`src/rtl/rtc_pkg.sv`:
```
package rtc_pkg;

    localparam int NIB_W     = 4;
    localparam int OVL_DEPTH = 13;
    localparam int ALM_DEPTH = 7;

    localparam logic [3:0] A_MODE   = 4'hD;
    localparam logic [3:0] A_TEST   = 4'hE;
    localparam logic [3:0] A_RESET  = 4'hF;
    localparam logic [3:0] A_ALM_LO = 4'h2;
    localparam logic [3:0] A_HFMT   = 4'hA;
    localparam logic [3:0] A_LEAP   = 4'hB;

    localparam int D_SEC1  = 0;
    localparam int D_SEC10 = 1;
    localparam int D_MIN1  = 2;
    localparam int D_MIN10 = 3;
    localparam int D_HR1   = 4;
    localparam int D_HR10  = 5;
    localparam int D_WDAY  = 6;
    localparam int D_DAY1  = 7;
    localparam int D_DAY10 = 8;
    localparam int D_MON1  = 9;
    localparam int D_MON10 = 10;
    localparam int D_YR1   = 11;
    localparam int D_YR10  = 12;

    typedef logic [NIB_W-1:0] nib_t;
    typedef nib_t [OVL_DEPTH-1:0] ovl_t;

    typedef enum logic [1:0] {
        BANK_TIME = 2'd0,
        BANK_CFG  = 2'd1,
        BANK_MEMA = 2'd2,
        BANK_MEMB = 2'd3
    } bank_e;

    typedef struct packed {
        logic  run;
        logic  alm_en;
        bank_e bank;
    } mode_t;

    typedef struct packed {
        ovl_t nxt;
        logic yr_step;
    } adv_t;

    // day 01, month 01, everything else zero
    localparam ovl_t TIME_INIT = 52'h0001010000000;

    function automatic logic [6:0] bcd2bin(nib_t hi, nib_t lo);
        return 7'(hi) * 7'd10 + 7'(lo);
    endfunction

    function automatic logic [7:0] bin2bcd(logic [6:0] v);
        logic [6:0] q;
        logic [6:0] r;
        q = v / 7'd10;
        r = v % 7'd10;
        return {q[3:0], r[3:0]};
    endfunction

    function automatic logic [6:0] month_len(logic [6:0] m, logic [1:0] phase);
        case (m)
            7'd2:                      return (phase == 2'd0) ? 7'd29 : 7'd28;
            7'd4, 7'd6, 7'd9, 7'd11:   return 7'd30;
            default:                   return 7'd31;
        endcase
    endfunction

    // One-second step of the whole calendar with ripple carry.
    function automatic adv_t tick_forward(ovl_t c, logic h24, logic [1:0] phase);
        adv_t       r;
        logic [6:0] v;
        logic [6:0] mlen;
        logic [7:0] bcd;
        logic       carry;
        logic       pm;
        r.nxt     = c;
        r.yr_step = 1'b0;

        v     = bcd2bin(c[D_SEC10], c[D_SEC1]);
        carry = (v >= 7'd59);
        v     = carry ? 7'd0 : v + 7'd1;
        bcd   = bin2bcd(v);
        r.nxt[D_SEC10] = bcd[7:4];
        r.nxt[D_SEC1]  = bcd[3:0];

        if (carry) begin
            v     = bcd2bin(c[D_MIN10], c[D_MIN1]);
            carry = (v >= 7'd59);
            v     = carry ? 7'd0 : v + 7'd1;
            bcd   = bin2bcd(v);
            r.nxt[D_MIN10] = bcd[7:4];
            r.nxt[D_MIN1]  = bcd[3:0];
        end

        if (carry) begin
            if (h24) begin
                v     = bcd2bin({2'b00, c[D_HR10][1:0]}, c[D_HR1]);
                carry = (v >= 7'd23);
                v     = carry ? 7'd0 : v + 7'd1;
                bcd   = bin2bcd(v);
                r.nxt[D_HR10] = bcd[7:4];
                r.nxt[D_HR1]  = bcd[3:0];
            end else begin
                v     = bcd2bin({3'b000, c[D_HR10][0]}, c[D_HR1]);
                pm    = c[D_HR10][1];
                carry = 1'b0;
                if (v == 7'd11) begin
                    v     = 7'd12;
                    carry = pm;
                    pm    = ~pm;
                end else if (v >= 7'd12) begin
                    v = 7'd1;
                end else begin
                    v = v + 7'd1;
                end
                bcd = bin2bcd(v);
                r.nxt[D_HR10] = {2'b00, pm, bcd[4]};
                r.nxt[D_HR1]  = bcd[3:0];
            end
        end

        if (carry) begin
            r.nxt[D_WDAY] = (c[D_WDAY] >= 4'd6) ? 4'd0 : c[D_WDAY] + 4'd1;
            mlen  = month_len(bcd2bin(c[D_MON10], c[D_MON1]), phase);
            v     = bcd2bin(c[D_DAY10], c[D_DAY1]);
            carry = (v >= mlen);
            v     = carry ? 7'd1 : v + 7'd1;
            bcd   = bin2bcd(v);
            r.nxt[D_DAY10] = bcd[7:4];
            r.nxt[D_DAY1]  = bcd[3:0];
        end

        if (carry) begin
            v     = bcd2bin(c[D_MON10], c[D_MON1]);
            carry = (v >= 7'd12);
            v     = carry ? 7'd1 : v + 7'd1;
            bcd   = bin2bcd(v);
            r.nxt[D_MON10] = bcd[7:4];
            r.nxt[D_MON1]  = bcd[3:0];
        end

        if (carry) begin
            v   = bcd2bin(c[D_YR10], c[D_YR1]);
            v   = (v >= 7'd99) ? 7'd0 : v + 7'd1;
            bcd = bin2bcd(v);
            r.nxt[D_YR10] = bcd[7:4];
            r.nxt[D_YR1]  = bcd[3:0];
            r.yr_step     = 1'b1;
        end
        return r;
    endfunction

endpackage

```
`src/rtl/rtc_divider.sv`:
```
module rtc_divider
    import rtc_pkg::*;
#(
    parameter int SUB_DIV = 2
) (
    input  logic clk,
    input  logic rst,
    input  logic tick_en,
    input  logic clr,
    output logic step16,
    output logic sec_step
);
    localparam int PW = (SUB_DIV > 1) ? $clog2(SUB_DIV) : 1;

    logic [PW-1:0] pre_q;
    logic [3:0]    six_q;
    logic          pre_end;

    assign pre_end  = (pre_q == PW'(SUB_DIV - 1));
    assign step16   = tick_en & ~clr & pre_end;
    assign sec_step = step16 & (six_q == 4'hF);

    always_ff @(posedge clk) begin
        if (rst || clr) begin
            pre_q <= '0;
            six_q <= '0;
        end else if (tick_en) begin
            if (pre_end) begin
                pre_q <= '0;
                six_q <= six_q + 4'd1;
            end else begin
                pre_q <= pre_q + PW'(1);
            end
        end
    end
endmodule

```
`src/rtl/rtc_calendar.sv`:
```
module rtc_calendar
    import rtc_pkg::*;
(
    input  logic       clk,
    input  logic       rst,
    input  logic       sec_step,
    input  logic       run,
    input  logic       clr_hold,
    input  logic       we,
    input  logic [3:0] waddr,
    input  nib_t       wnib,
    input  logic       h24,
    input  logic [1:0] phase,
    output ovl_t       time_q,
    output logic       yr_step
);
    logic hold_q;
    logic fire;
    adv_t adv;

    // a load in the same cycle defers the second by one cycle
    assign fire    = (sec_step | hold_q) & run & ~we;
    assign adv     = tick_forward(time_q, h24, phase);
    assign yr_step = fire & adv.yr_step;

    always_ff @(posedge clk) begin
        if (rst) begin
            time_q <= TIME_INIT;
            hold_q <= 1'b0;
        end else begin
            if (we) begin
                for (int i = 0; i < OVL_DEPTH; i++)
                    if (waddr == 4'(i)) time_q[i] <= wnib;
            end else if (fire) begin
                time_q <= adv.nxt;
            end

            if (clr_hold || fire) hold_q <= 1'b0;
            else if (sec_step)    hold_q <= 1'b1;
        end
    end
endmodule

```
`src/rtl/rtc_nibble_ram.sv`:
```
module rtc_nibble_ram
    import rtc_pkg::*;
#(
    parameter  int N_BANKS = 2,
    parameter  int DEPTH   = 13,
    localparam int BW      = (N_BANKS > 1) ? $clog2(N_BANKS) : 1
) (
    input  logic          clk,
    input  logic          rst,
    input  logic          we,
    input  logic [BW-1:0] bsel,
    input  logic [3:0]    addr,
    input  nib_t          wnib,
    output nib_t          rnib
);
    logic [N_BANKS-1:0][NIB_W-1:0] bank_rd;

    for (genvar g = 0; g < N_BANKS; g++) begin : g_bank
        nib_t cells [DEPTH];
        nib_t rd_g;

        always_ff @(posedge clk) begin
            if (rst) begin
                for (int i = 0; i < DEPTH; i++) cells[i] <= '0;
            end else if (we && bsel == BW'(g)) begin
                for (int i = 0; i < DEPTH; i++)
                    if (addr == 4'(i)) cells[i] <= wnib;
            end
        end

        always_comb begin
            rd_g = '0;
            for (int i = 0; i < DEPTH; i++)
                if (addr == 4'(i)) rd_g = cells[i];
        end

        assign bank_rd[g] = rd_g;
    end

    assign rnib = bank_rd[bsel];
endmodule

```
`src/rtl/nibble_rtc.sv`:
```
module nibble_rtc
    import rtc_pkg::*;
#(
    parameter int DATA_W  = 8,
    parameter int SUB_DIV = 2
) (
    input  logic              clk,
    input  logic              rst,
    input  logic              tick_en,
    input  logic              wr_en,
    input  logic [3:0]        addr,
    input  logic [DATA_W-1:0] wdata,
    output logic [DATA_W-1:0] rdata,
    output logic              pulse_16hz,
    output logic              pulse_1hz
);
    localparam int MEM_BANKS = 2;

    nib_t       wnib;
    logic       in_ovl;
    mode_t      mode_q;
    nib_t       test_q;
    logic [1:0] pulse_en_q;   // [1]: 1 Hz, [0]: 16 Hz
    nib_t       alarm_q [ALM_DEPTH];
    logic       h24_q;
    logic [1:0] phase_q;

    logic time_we, cfg_we, mem_we, rst_we, clr_div, clr_alm;
    logic step16, sec_step, yr_step;
    ovl_t time_q;
    nib_t mem_rd, cfg_rd, rd_nib;

    assign wnib    = wdata[3:0];
    assign in_ovl  = (addr <= 4'd12);
    assign time_we = wr_en & in_ovl & (mode_q.bank == BANK_TIME);
    assign cfg_we  = wr_en & in_ovl & (mode_q.bank == BANK_CFG);
    assign mem_we  = wr_en & in_ovl & mode_q.bank[1];
    assign rst_we  = wr_en & (addr == A_RESET);
    assign clr_div = rst_we & wnib[1];
    assign clr_alm = rst_we & wnib[0];

    rtc_divider #(.SUB_DIV(SUB_DIV)) u_div (
        .clk      (clk),
        .rst      (rst),
        .tick_en  (tick_en),
        .clr      (clr_div),
        .step16   (step16),
        .sec_step (sec_step)
    );

    rtc_calendar u_cal (
        .clk      (clk),
        .rst      (rst),
        .sec_step (sec_step),
        .run      (mode_q.run),
        .clr_hold (clr_div),
        .we       (time_we),
        .waddr    (addr),
        .wnib     (wnib),
        .h24      (h24_q),
        .phase    (phase_q),
        .time_q   (time_q),
        .yr_step  (yr_step)
    );

    rtc_nibble_ram #(.N_BANKS(MEM_BANKS), .DEPTH(OVL_DEPTH)) u_mem (
        .clk  (clk),
        .rst  (rst),
        .we   (mem_we),
        .bsel (mode_q.bank[0]),
        .addr (addr),
        .wnib (wnib),
        .rnib (mem_rd)
    );

    // control registers, fixed in every bank
    always_ff @(posedge clk) begin
        if (rst) begin
            mode_q     <= '0;
            test_q     <= '0;
            pulse_en_q <= '0;
        end else if (wr_en) begin
            if (addr == A_MODE) mode_q     <= mode_t'(wnib);
            if (addr == A_TEST) test_q     <= wnib;
            if (rst_we)         pulse_en_q <= wnib[3:2];
        end
    end

    // configuration bank
    always_ff @(posedge clk) begin
        if (rst) begin
            for (int i = 0; i < ALM_DEPTH; i++) alarm_q[i] <= '0;
            h24_q   <= 1'b1;
            phase_q <= 2'd0;
        end else begin
            if (clr_alm) begin
                for (int i = 0; i < ALM_DEPTH; i++) alarm_q[i] <= '0;
            end else if (cfg_we) begin
                for (int i = 0; i < ALM_DEPTH; i++)
                    if (addr == A_ALM_LO + 4'(i)) alarm_q[i] <= wnib;
            end
            if (cfg_we && addr == A_HFMT) h24_q <= wnib[0];
            if (cfg_we && addr == A_LEAP) phase_q <= wnib[1:0];
            else if (yr_step)            phase_q <= phase_q + 2'd1;
        end
    end

    always_comb begin
        cfg_rd = '0;
        for (int i = 0; i < ALM_DEPTH; i++)
            if (addr == A_ALM_LO + 4'(i)) cfg_rd = alarm_q[i];
        if (addr == A_HFMT) cfg_rd = {3'b000, h24_q};
        if (addr == A_LEAP) cfg_rd = {2'b00, phase_q};
    end

    always_comb begin
        rd_nib = '0;
        case (addr)
            A_MODE:  rd_nib = nib_t'(mode_q);
            A_TEST:  rd_nib = test_q;
            A_RESET: rd_nib = {pulse_en_q, 2'b00};
            default: begin
                case (mode_q.bank)
                    BANK_TIME: begin
                        for (int i = 0; i < OVL_DEPTH; i++)
                            if (addr == 4'(i)) rd_nib = time_q[i];
                    end
                    BANK_CFG: rd_nib = cfg_rd;
                    default:  rd_nib = mem_rd;
                endcase
            end
        endcase
    end

    assign rdata      = DATA_W'(rd_nib);
    assign pulse_16hz = pulse_en_q[0] & step16;
    assign pulse_1hz  = pulse_en_q[1] & sec_step;
endmodule

```
`config.mk`:
```
export PLATFORM = sky130hd
export DESIGN_NAME = nibble_rtc
export DESIGN_NICKNAME = d
export VERILOG_FILES = /design/src/rtl/rtc_pkg.sv /design/src/rtl/rtc_divider.sv /design/src/rtl/rtc_calendar.sv /design/src/rtl/rtc_nibble_ram.sv /design/src/rtl/nibble_rtc.sv
export SDC_FILE = /design/constraint.sdc
export NUM_CORES = 1
export LEC_CHECK = 0
export ABC_AREA = 1
export BUFFER_PORTS_ARGS = -buffer_cell sky130_fd_sc_hd__buf_2
export CAP_MARGIN = 40
export CORE_MARGIN = 2
export CORE_UTILIZATION = 30
export CTS_CLUSTER_DIAMETER = 200
export DETAILED_ROUTE_END_ITERATION = 12
export MAX_ROUTING_LAYER = met4
export PLACE_DENSITY = 0.48
export SKIP_CTS_REPAIR_TIMING = 1
export SLEW_MARGIN = 0
export SYNTH_ARGS = -nofsm -noshare
export SYNTH_HDL_FRONTEND = slang
export SYNTH_HIERARCHICAL = 1
export SYNTH_SLANG_ARGS = --single-unit
```
`constraint.sdc`:
```
create_clock -name clk -period 4.8 [get_ports clk]
set_input_delay 0.96 -clock clk [delete_from_list [all_inputs] [get_ports clk]]
set_output_delay 0.96 -clock clk [all_outputs]
set_load 0.05 [all_outputs]
```
==> results of run 1 <==
-- Yosys cell counts, types with 3 or more instances --
library cell and n:
o21bai_1 5, nand2_2 12, a221oi_1 4, ha_1 60, inv_1 223, or2_2 12, a31oi_1 26, a21oi_2 4
nor2_4 7, buf_1 3, a21oi_1 91, nor2_2 11, nand3_1 119, nand3_2 11, xor2_1 20, inv_2 17
buf_4 5, fa_1 11, o211ai_1 3, nand2_1 461, nor2_1 259, nor3_1 23, nand3b_1 8, nand2_4 4
xnor2_1 9, o21ai_0 104, edfxtp_1 132, nand4_1 39, dfxtp_1 71, clkinv_1 6, o21ai_2 4, o21ai_1 11
clkbuf_1 21, buf_2 4
-- cell families (layout without fill, tap and decap cells) --
family / after synthesis / in the layout / synth area share
other: 1 / 7 / 0.000277
DFF: 203 / 203 / 0.398
buffers and inverters: 282 / 354 / 0.0818
adders and majority gates: 71 / 71 / 0.0717
and+or+nand+nor: 985 / 985 / 0.321
AOI/OAI and AO/OA: 263 / 263 / 0.107
xor gates and xnor gates: 30 / 30 / 0.0208
-- metrics by stage --
step	util	std cells
3_5_place_dp	0.326	2452
3_3_place_gp	0.326	2452
4_1_cts	0.343	2497
2_1_floorplan	-	1838
5_1_grt	0.347	2505
6_report	0.347	2505
-- routing by layer --
metal | track usage | vias up | part of all wire
met5 | - | - | 0
met4 | 0.0333 | 0 | 0.019
met3 | 0.0185 | 43 | 0.037
met2 | 0.278 | 186 | 0.47
met1 | 0.214 | 5538 | 0.48
li1 | - | 6164 | -
-- layout make-up --
type | instances | area [sq um] | share of cell area
Tap cell | 592 | 741 | 0.0480
Inverter | 247 | 935 | 0.0606
Sequential cell | 203 | 5390 | 0.349
Clock buffer | 37 | 681 | 0.0441
Clock inverter | 8 | 65.1 | 0.00422
Multi-Input combinational cell | 1353 | 7190 | 0.466
Timing Repair Buffer | 62 | 423 | 0.0274
Antenna cell | 3 | 7.51 | 0.000486
-- worst paths after layout --
kind	endpoint	slack, ns	cells past startpoint
setup / recovery	u_cal/time_q[29]$_SDFFE_PP0P_	-0.05	34
hold / removal	test_q[3]$_SDFFE_PP0P_	0.46	2
setup reg to reg	u_cal/time_q[29]$_SDFFE_PP0P_	-0.05	34
hold reg to reg	test_q[3]$_SDFFE_PP0P_	0.46	2
-- where the power goes --
group          total [mW]  switching (mW)  internal, mW
clock network        1.76           0.729          1.03
logic               0.480           0.344         0.137
registers            1.94          0.0245          1.91
total                4.18            1.10          3.08
-- flip-flops by register name (all words and copies together) (netlist names), 2 cells and up --
| register | cells |
|---|---|
| alarm_q | 28 |
| mode_q | 4 |
| phase_q | 2 |
| pulse_en_q | 2 |
| test_q | 4 |
| u_cal/time_q | 52 |
| u_div/six_q | 4 |
| u_mem/g_bank.cells | 104 |
-- worst min-delay path, delay by kind of cell, from the launching register on --
family	cells	cell delay (ns)
DFF	1	0.29
buffers and inverters	1	0.06
AOI/OAI and AO/OA	1	0.06
==> results.sh, run 1 <==
export IMPL_drtIter0Drc=635
export IMPL_clk_pin_slew_ns=0.06
export IMPL_vdd_drop_max_v=0.000249
export IMPL_synth_cells=1835
export IMPL_cts_sinks=203
export IMPL_grt_overflow=0
export IMPL_yosysSeqAreaShare=0.398
export IMPL_port_buffers=17
export IMPL_ioPinCount=26
export IMPL_first_pass_iters=5
export IMPL_grt_pass1_vias=11600
export IMPL_numCtsBuffers=25
export IMPL_max_cap_violations=0
export IMPL_hold_path_class="reg2reg"
export IMPL_clock_root_buffer="clkbuf_16"
export IMPL_path_class="reg2reg"
export IMPL_fin_tns_setup_ns=-0.0789
export IMPL_synth_edff_count=132
export IMPL_grt_antenna_before_repair=3
export IMPL_reg2reg_from="u_cal/time_q[43]$_SDFFE_PP0P_"
export IMPL_pre_cts_slack_ns=-0.263
export IMPL_ys_ff_latch=203
export IMPL_fillers=4784
export IMPL_min_period_ns=4.85
export IMPL_crit_required_ns=5.26
export IMPL_endpoint_kind="flop"
export IMPL_cp_common_cell="nand2_2"
export IMPL_status="complete, but fails checks"
export IMPL_grt_use_total=0.165
export IMPL_whs_ns=0.456
export IMPL_grt_setup_unrepaired="true"
export IMPL_hold_path_startpoint="test_q[3]$_SDFFE_PP0P_"
export IMPL_worst_slew_pin_slew_ns=0.729
export IMPL_power_leakage_nw=7.03
export IMPL_place_congestion=0.838
export IMPL_cts_tree="done"
export IMPL_wl_um=37600
export IMPL_clk_latency_ns=0.52
export IMPL_slew_viol_final=0
export IMPL_pwr_density_cell_mw_per_mm2=271
export IMPL_nets=1979
export IMPL_rows=77
export IMPL_violations="setup timing"
export IMPL_grt_start_max_net_pins=32
export IMPL_cp_startpoint="u_cal/time_q[43]$_SDFFE_PP0P_"
export IMPL_dp_hpwl_um=28500
export IMPL_clockBufferDepth=3
export IMPL_fmax_ghz=0.206
export IMPL_grt_pass1_wl_um=60900
export IMPL_ctsHtreeMaxLevel=1
export IMPL_wl_per_cell_um=15.0
export IMPL_fin_area_sq_mm=0.0154
export IMPL_path_buf_inv=5
export IMPL_via_per_inst=4.76
export IMPL_synthFlopType="edfxtp_1"
export IMPL_p_total_mw=4.18
export IMPL_critPathTopFamily="simple AND/OR/NAND/NOR gates"
export IMPL_synth_top_cell_by_area="edfxtp_1"
export IMPL_coreArea_sq_mm=0.0444
export IMPL_synthArstFlopShare=0
export IMPL_avgSynthCellArea_sq_um=7.38
export IMPL_yosys_warnings=6
export IMPL_crit_arrival_ns=5.30
export IMPL_setup_viol=3
export IMPL_fin_ws_ns=-0.0477
export IMPL_synth_top_area_frac=0.293
export IMPL_drive_gt1_frac=0.113
export IMPL_crit_slowest_cell="fa_1"
export IMPL_slew_headroom=0.513
export IMPL_dieArea_sq_mm=0.0468
export IMPL_netlist_area_sq_mm=0.0135
export IMPL_die_x_um=216
export IMPL_cpPeakStageDelay_ns=0.57
export IMPL_drc=0
export IMPL_yosysUniqueCellTypes=58
export IMPL_initial_core_util=0.305
export IMPL_hold_viol_final=0
export IMPL_start_kind="flop"
export IMPL_die_h_um=216
export IMPL_path_max_fanout=4
export IMPL_synth_area_top_cells="edfxtp_1, nand2_1, dfxtp_1, nor2_1, inv_1"
export IMPL_place_area_sq_mm=0.0145
export IMPL_skew_ns=0.0150
export IMPL_drtAntennaViolNets=0
export IMPL_finalCritPeriodShare=1.01
export IMPL_layout_commonest_cell="nand2_1"
export IMPL_vias=11900
export IMPL_area_delta_synth_final_pct=14.0
export IMPL_mostFrequentLayoutCells="nand2_1, nor2_1, inv_1"
Power figures use the tool's default switching activity.
==> run 2, diff against run 1 <==
--- a/config.mk
+++ b/config.mk
@@ -8,12 +8,14 @@
 export ABC_AREA = 1
 export BUFFER_PORTS_ARGS = -buffer_cell sky130_fd_sc_hd__buf_2
 export CAP_MARGIN = 40
+export CORE_ASPECT_RATIO = 2
 export CORE_MARGIN = 2
-export CORE_UTILIZATION = 30
+export CORE_UTILIZATION = 38
 export CTS_CLUSTER_DIAMETER = 200
 export DETAILED_ROUTE_END_ITERATION = 12
 export MAX_ROUTING_LAYER = met4
-export PLACE_DENSITY = 0.48
+export PLACE_DENSITY = 0.57
+export RECOVER_POWER = 50
 export SKIP_CTS_REPAIR_TIMING = 1
 export SLEW_MARGIN = 0
 export SYNTH_ARGS = -nofsm -noshare
==> results.sh, run 2 (same netlist as run 1, synthesis figures left out) <==
export IMPL_status="complete, but fails checks"
export IMPL_violations="setup timing"
export IMPL_setup_viol=4
export IMPL_fillers=3650
export IMPL_ioPinCount=26
export IMPL_path_class="reg2reg"
export IMPL_initial_core_util=0.386
export IMPL_die_h_um=271
export IMPL_power_leakage_nw=7.02
export IMPL_path_max_fanout=4
export IMPL_p_total_mw=4.01
export IMPL_via_per_inst=5.18
export IMPL_p_int_mw=2.94
export IMPL_dp_cells=2318
export IMPL_utilization=0.433
export IMPL_drtIter0Drc=644
export IMPL_whs_ns=0.463
export IMPL_worst_slew_pin_slew_ns=0.860
export IMPL_finalCritPeriodShare=1.04
export IMPL_grt_overflow=0
export IMPL_coreArea_sq_mm=0.0351
export IMPL_endpoint_kind="flop"
export IMPL_skew_ns=0.00976
export IMPL_slew_headroom=0.426
export IMPL_wl_um=39700
export IMPL_layout_commonest_cell="nand2_1"
export IMPL_ctsHtreeMaxLevel=1
export IMPL_finalNonFillerCells=2362
export IMPL_slew_viol_final=0
export IMPL_dp_hpwl_um=31500
export IMPL_clk_latency_ns=0.52
export IMPL_start_kind="flop"
export IMPL_crit_slowest_cell="fa_1"
export IMPL_pwr_share_comb=0.122
export IMPL_vdd_drop_max_v=0.000260
export IMPL_mostFrequentLayoutCells="nand2_1, nor2_1, inv_1"
export IMPL_max_cap_violations=0
export IMPL_largest_register_ffs=104
export IMPL_area_delta_synth_final_pct=12.2
export IMPL_top_regs="u_mem/g_bank.cells x104, u_cal/time_q x52, alarm_q x28"
export IMPL_dieArea_sq_mm=0.0372
export IMPL_numCtsBuffers=21
export IMPL_crit_arrival_ns=5.35
export IMPL_pwr_density_cell_mw_per_mm2=264
export IMPL_first_pass_iters=5
export IMPL_crit_required_ns=5.18
export IMPL_grt_pass1_wl_um=61600
export IMPL_cts_tree="done"
export IMPL_pre_cts_slack_ns=-0.492
export IMPL_cp_common_cell="nand2_2"
export IMPL_drive_gt1_frac=0.110
export IMPL_place_area_sq_mm=0.0144
export IMPL_grt_start_max_net_pins=45
export IMPL_fin_ws_ns=-0.170
export IMPL_grt_pass1_vias=12300
export IMPL_clockBufferDepth=3
export IMPL_clk_pin_slew_ns=0.07
export IMPL_hold_path_class="reg2reg"
export IMPL_drc=0
export IMPL_die_x_um=137
export IMPL_fin_tns_setup_ns=-0.605
export IMPL_grt_antenna_before_repair=1
export IMPL_cts_sinks=203
export IMPL_grt_setup_unrepaired="true"
export IMPL_drtAntennaViolNets=0
export IMPL_place_congestion=0.969
export IMPL_hold_viol_final=0
export IMPL_port_buffers=17
export IMPL_rows=97
export IMPL_min_period_ns=4.97
export IMPL_p_sw_mw=1.07
export IMPL_clock_root_buffer="clkbuf_16"
export IMPL_fmax_ghz=0.201
export IMPL_clockPowerShare=0.395
export IMPL_vias=12200
export IMPL_wl_per_cell_um=16.8
export IMPL_seqPwrFrac=0.484
export IMPL_nets=1989
export IMPL_cpPeakStageDelay_ns=0.56
export IMPL_regMostFlops="u_mem/g_bank.cells"
export IMPL_grt_use_total=0.219
export IMPL_swShare=0.267
export IMPL_fin_area_sq_mm=0.0152
-- run 2: cell types whose count changed in the layout (fill, tap and decap cells not counted), moves of 2 or more --
| cell | previous run | this run |
|---|---|---|
| inv_4 | 3 | 1 |
| buf_2 | 17 | 15 |
| nor2_1 | 257 | 260 |
| inv_2 | 20 | 17 |
| clkinvlp_2 | 0 | 2 |
| nand2_1 | 453 | 455 |
| buf_4 | 45 | 51 |
| nor2_4 | 10 | 7 |
| clkbuf_16 | 25 | 21 |
| diode_2 | 3 | 1 |
| clkbuf_1 | 11 | 14 |
| nand2_2 | 20 | 18 |
| nand3_1 | 116 | 118 |
| inv_1 | 219 | 222 |
-- run 2: layout make-up --
type,count,area [sq um],share of cell area
Multi-Input combinational cell,1353,7160,0.471
Sequential cell,203,5390,0.355
Inverter,247,935,0.0615
Clock buffer,29,576,0.0379
Tap cell,445,557,0.0367
Timing Repair Buffer,76,514,0.0339
Clock inverter,8,61.3,0.00404
Antenna cell,1,2.50,0.000165
-- run 2: layer usage --
layer  vias up  part of all wire  global-route usage
li1       6182                 -                   -
met1      5693              0.33               0.190
met2       235              0.58               0.441
met3       116             0.032              0.0221
met4         0             0.057               0.113
met5         -                 0                   -
-- run 2: path summary, 6_finish.rpt --
path / slack (ns) / start / cells past startpoint / end
max: -0.17 / u_cal/time_q[43]$_SDFFE_PP0P_ / 34 / u_cal/time_q[32]$_SDFFE_PP0P_
max reg2reg: -0.17 / u_cal/time_q[43]$_SDFFE_PP0P_ / 34 / u_cal/time_q[32]$_SDFFE_PP0P_
min: 0.46 / test_q[3]$_SDFFE_PP0P_ / 2 / test_q[3]$_SDFFE_PP0P_
min reg2reg: 0.46 / test_q[3]$_SDFFE_PP0P_ / 2 / test_q[3]$_SDFFE_PP0P_
-- run 2: critical path, delay by kind of cell (launching register included) --
kind | cells | cell delay [ns]
adder cells (fa/ha/maj) | 6 | 1.54
buffers and inverters | 6 | 0.46
AND/OR/NAND/NOR | 15 | 1.64
AO/OA/AOI/OAI | 6 | 0.69
XOR/XNOR | 1 | 0.15
flip-flops | 1 | 0.34
-- run 2: power groups by stage --
stage	Combinational, mW	Clock, mW	Sequential [mW]
4_1_cts	0.478	1.62	1.94
6_report	0.488	1.58	1.94
3_3_place_gp	0.468	0	1.98
2_1_floorplan	0.321	0	1.97
3_5_place_dp	0.476	0	1.98
5_1_grt	0.542	1.68	1.94
==> run 3, diff against run 2 <==
--- a/config.mk
+++ b/config.mk
@@ -10,12 +10,13 @@
 export CAP_MARGIN = 40
 export CORE_ASPECT_RATIO = 2
 export CORE_MARGIN = 2
-export CORE_UTILIZATION = 38
+export CORE_UTILIZATION = 35
 export CTS_CLUSTER_DIAMETER = 200
 export DETAILED_ROUTE_END_ITERATION = 12
 export MAX_ROUTING_LAYER = met4
-export PLACE_DENSITY = 0.57
+export PLACE_DENSITY = 0.53
 export RECOVER_POWER = 50
+export SETUP_SLACK_MARGIN = 0.3
 export SKIP_CTS_REPAIR_TIMING = 1
 export SLEW_MARGIN = 0
 export SYNTH_ARGS = -nofsm -noshare
==> results.sh, run 3 (same netlist as run 1, synthesis figures left out) <==
export IMPL_status="completed"
export IMPL_place_congestion=0.899
export IMPL_crit_required_ns=5.25
export IMPL_rows=101
export IMPL_finalNonFillerCells=2423
export IMPL_hold_path_class="reg2reg"
export IMPL_grt_setup_unrepaired="true"
export IMPL_holdPathStages=2
export IMPL_die_h_um=282
export IMPL_area_delta_synth_final_pct=13.4
export IMPL_dp_cells=2380
export IMPL_grt_pass1_vias=12500
export IMPL_drc=0
export IMPL_skew_ns=0.0115
export IMPL_min_period_ns=4.75
export IMPL_die_x_um=143
export IMPL_setup_viol=0
export IMPL_drtAntennaViolNets=0
export IMPL_whs_ns=0.466
export IMPL_via_per_inst=5.04
export IMPL_max_cap_violations=0
export IMPL_power_leakage_nw=7.01
export IMPL_numCtsBuffers=20
export IMPL_clk_pin_slew_ns=0.07
export IMPL_cpPeakStageDelay_ns=0.49
export IMPL_fin_ws_ns=0.0532
export IMPL_clockBufferDepth=3
export IMPL_dp_hpwl_um=31900
export IMPL_reg2reg_from="u_cal/time_q[41]$_SDFFE_PP0P_"
export IMPL_vias=12200
export IMPL_wl_per_cell_um=16.7
export IMPL_slew_headroom=0.111
export IMPL_p_total_mw=4.13
export IMPL_grt_overflow=0
export IMPL_finalCritPeriodShare=0.989
export IMPL_slew_viol_final=0
export IMPL_pwr_density_cell_mw_per_mm2=269
export IMPL_worst_slew_pin_slew_ns=1.33
export IMPL_mostFrequentLayoutCells="nand2_1, nor2_1, inv_1"
export IMPL_grt_pass1_wl_um=63400
export IMPL_cp_common_cell="nand2_2"
export IMPL_crit_arrival_ns=5.20
export IMPL_cts_sinks=203
export IMPL_crit_slowest_cell="fa_1"
export IMPL_clk_latency_ns=0.52
export IMPL_grt_use_total=0.208
export IMPL_endpoint_kind="flop"
export IMPL_hold_path_startpoint="test_q[3]$_SDFFE_PP0P_"
export IMPL_ctsHtreeMaxLevel=1
export IMPL_hold_viol_final=0
export IMPL_fmax_ghz=0.211
export IMPL_cp_startpoint="u_cal/time_q[41]$_SDFFE_PP0P_"
export IMPL_path_max_fanout=4
export IMPL_vdd_drop_max_v=0.000188
export IMPL_coreArea_sq_mm=0.0380
export IMPL_nets=1980
export IMPL_top_regs="u_mem/g_bank.cells x104, u_cal/time_q x52, alarm_q x28"
export IMPL_drive_gt1_frac=0.117
export IMPL_port_buffers=17
export IMPL_drtIter0Drc=781
export IMPL_first_pass_iters=5
export IMPL_clock_root_buffer="clkbuf_16"
export IMPL_start_kind="flop"
export IMPL_initial_core_util=0.356
export IMPL_largest_register_ffs=104
export IMPL_reg2regPathDepth=33
export IMPL_cts_tree="done"
export IMPL_dieArea_sq_mm=0.0404
export IMPL_regMostFlops="u_mem/g_bank.cells"
export IMPL_grt_start_max_net_pins=45
export IMPL_grt_antenna_before_repair=1
export IMPL_utilization=0.404
export IMPL_wl_um=40400
export IMPL_layout_commonest_cell="nand2_1"
export IMPL_ioPinCount=26
export IMPL_pre_cts_slack_ns=-0.205
export IMPL_path_class="reg2reg"
## run 3: stage by stage
| step | cell area, sq um | setup TNS, ns |
|---|---|---|
| detailed placement | 14500 | -0.664 |
| global route | 15300 | -0.921 |
| CTS | 15200 | -0.775 |
| floorplan | 13600 | 0 |
| global placement | 14500 | -0.554 |
| finish | 15300 | 0 |
## run 3: metal layers
layer | vias to the layer above | global-route usage | share of wire
met4 | 0 | 0.104 | 0.052
met5 | - | - | 0
met1 | 5696 | 0.178 | 0.33
met3 | 120 | 0.0183 | 0.031
li1 | 6143 | - | -
met2 | 258 | 0.429 | 0.59
## run 3: cell type report
type / count / area [sq um]
fill: 4008 / 22700
multi-input combinational: 1353 / 7230
sequential: 203 / 5400
inverter: 247 / 935
tap: 515 / 644
clock buffer: 26 / 564
timing repair buffer: 68 / 448
clock inverter: 10 / 130
antenna: 1 / 2.50
## run 3: final timing paths
kind                                                       to  slack (ns)
worst max-delay path            u_cal/time_q[31]$_SDFFE_PP0P_        0.05
worst min register to register         test_q[3]$_SDFFE_PP0P_        0.47
worst max register to register  u_cal/time_q[31]$_SDFFE_PP0P_        0.05
worst min-delay path                   test_q[3]$_SDFFE_PP0P_        0.47
## run 3: power breakdown
| group | switching (mW) | internal, mW |
|---|---|---|
| sequential | 0.0251 | 1.91 |
| combinational | 0.360 | 0.140 |
| clock | 0.698 | 0.993 |
| total | 1.08 | 3.04 |
## run 3: critical path: cells and delay by family, from the launching register on
| family | cells | cell delay, ns |
|---|---|---|
| compound gates | 6 | 0.77 |
| fa+ha+maj | 6 | 1.49 |
| flops | 1 | 0.35 |
| buf+inv | 5 | 0.34 |
| xor+xnor | 1 | 0.15 |
| simple gates | 15 | 1.59 |
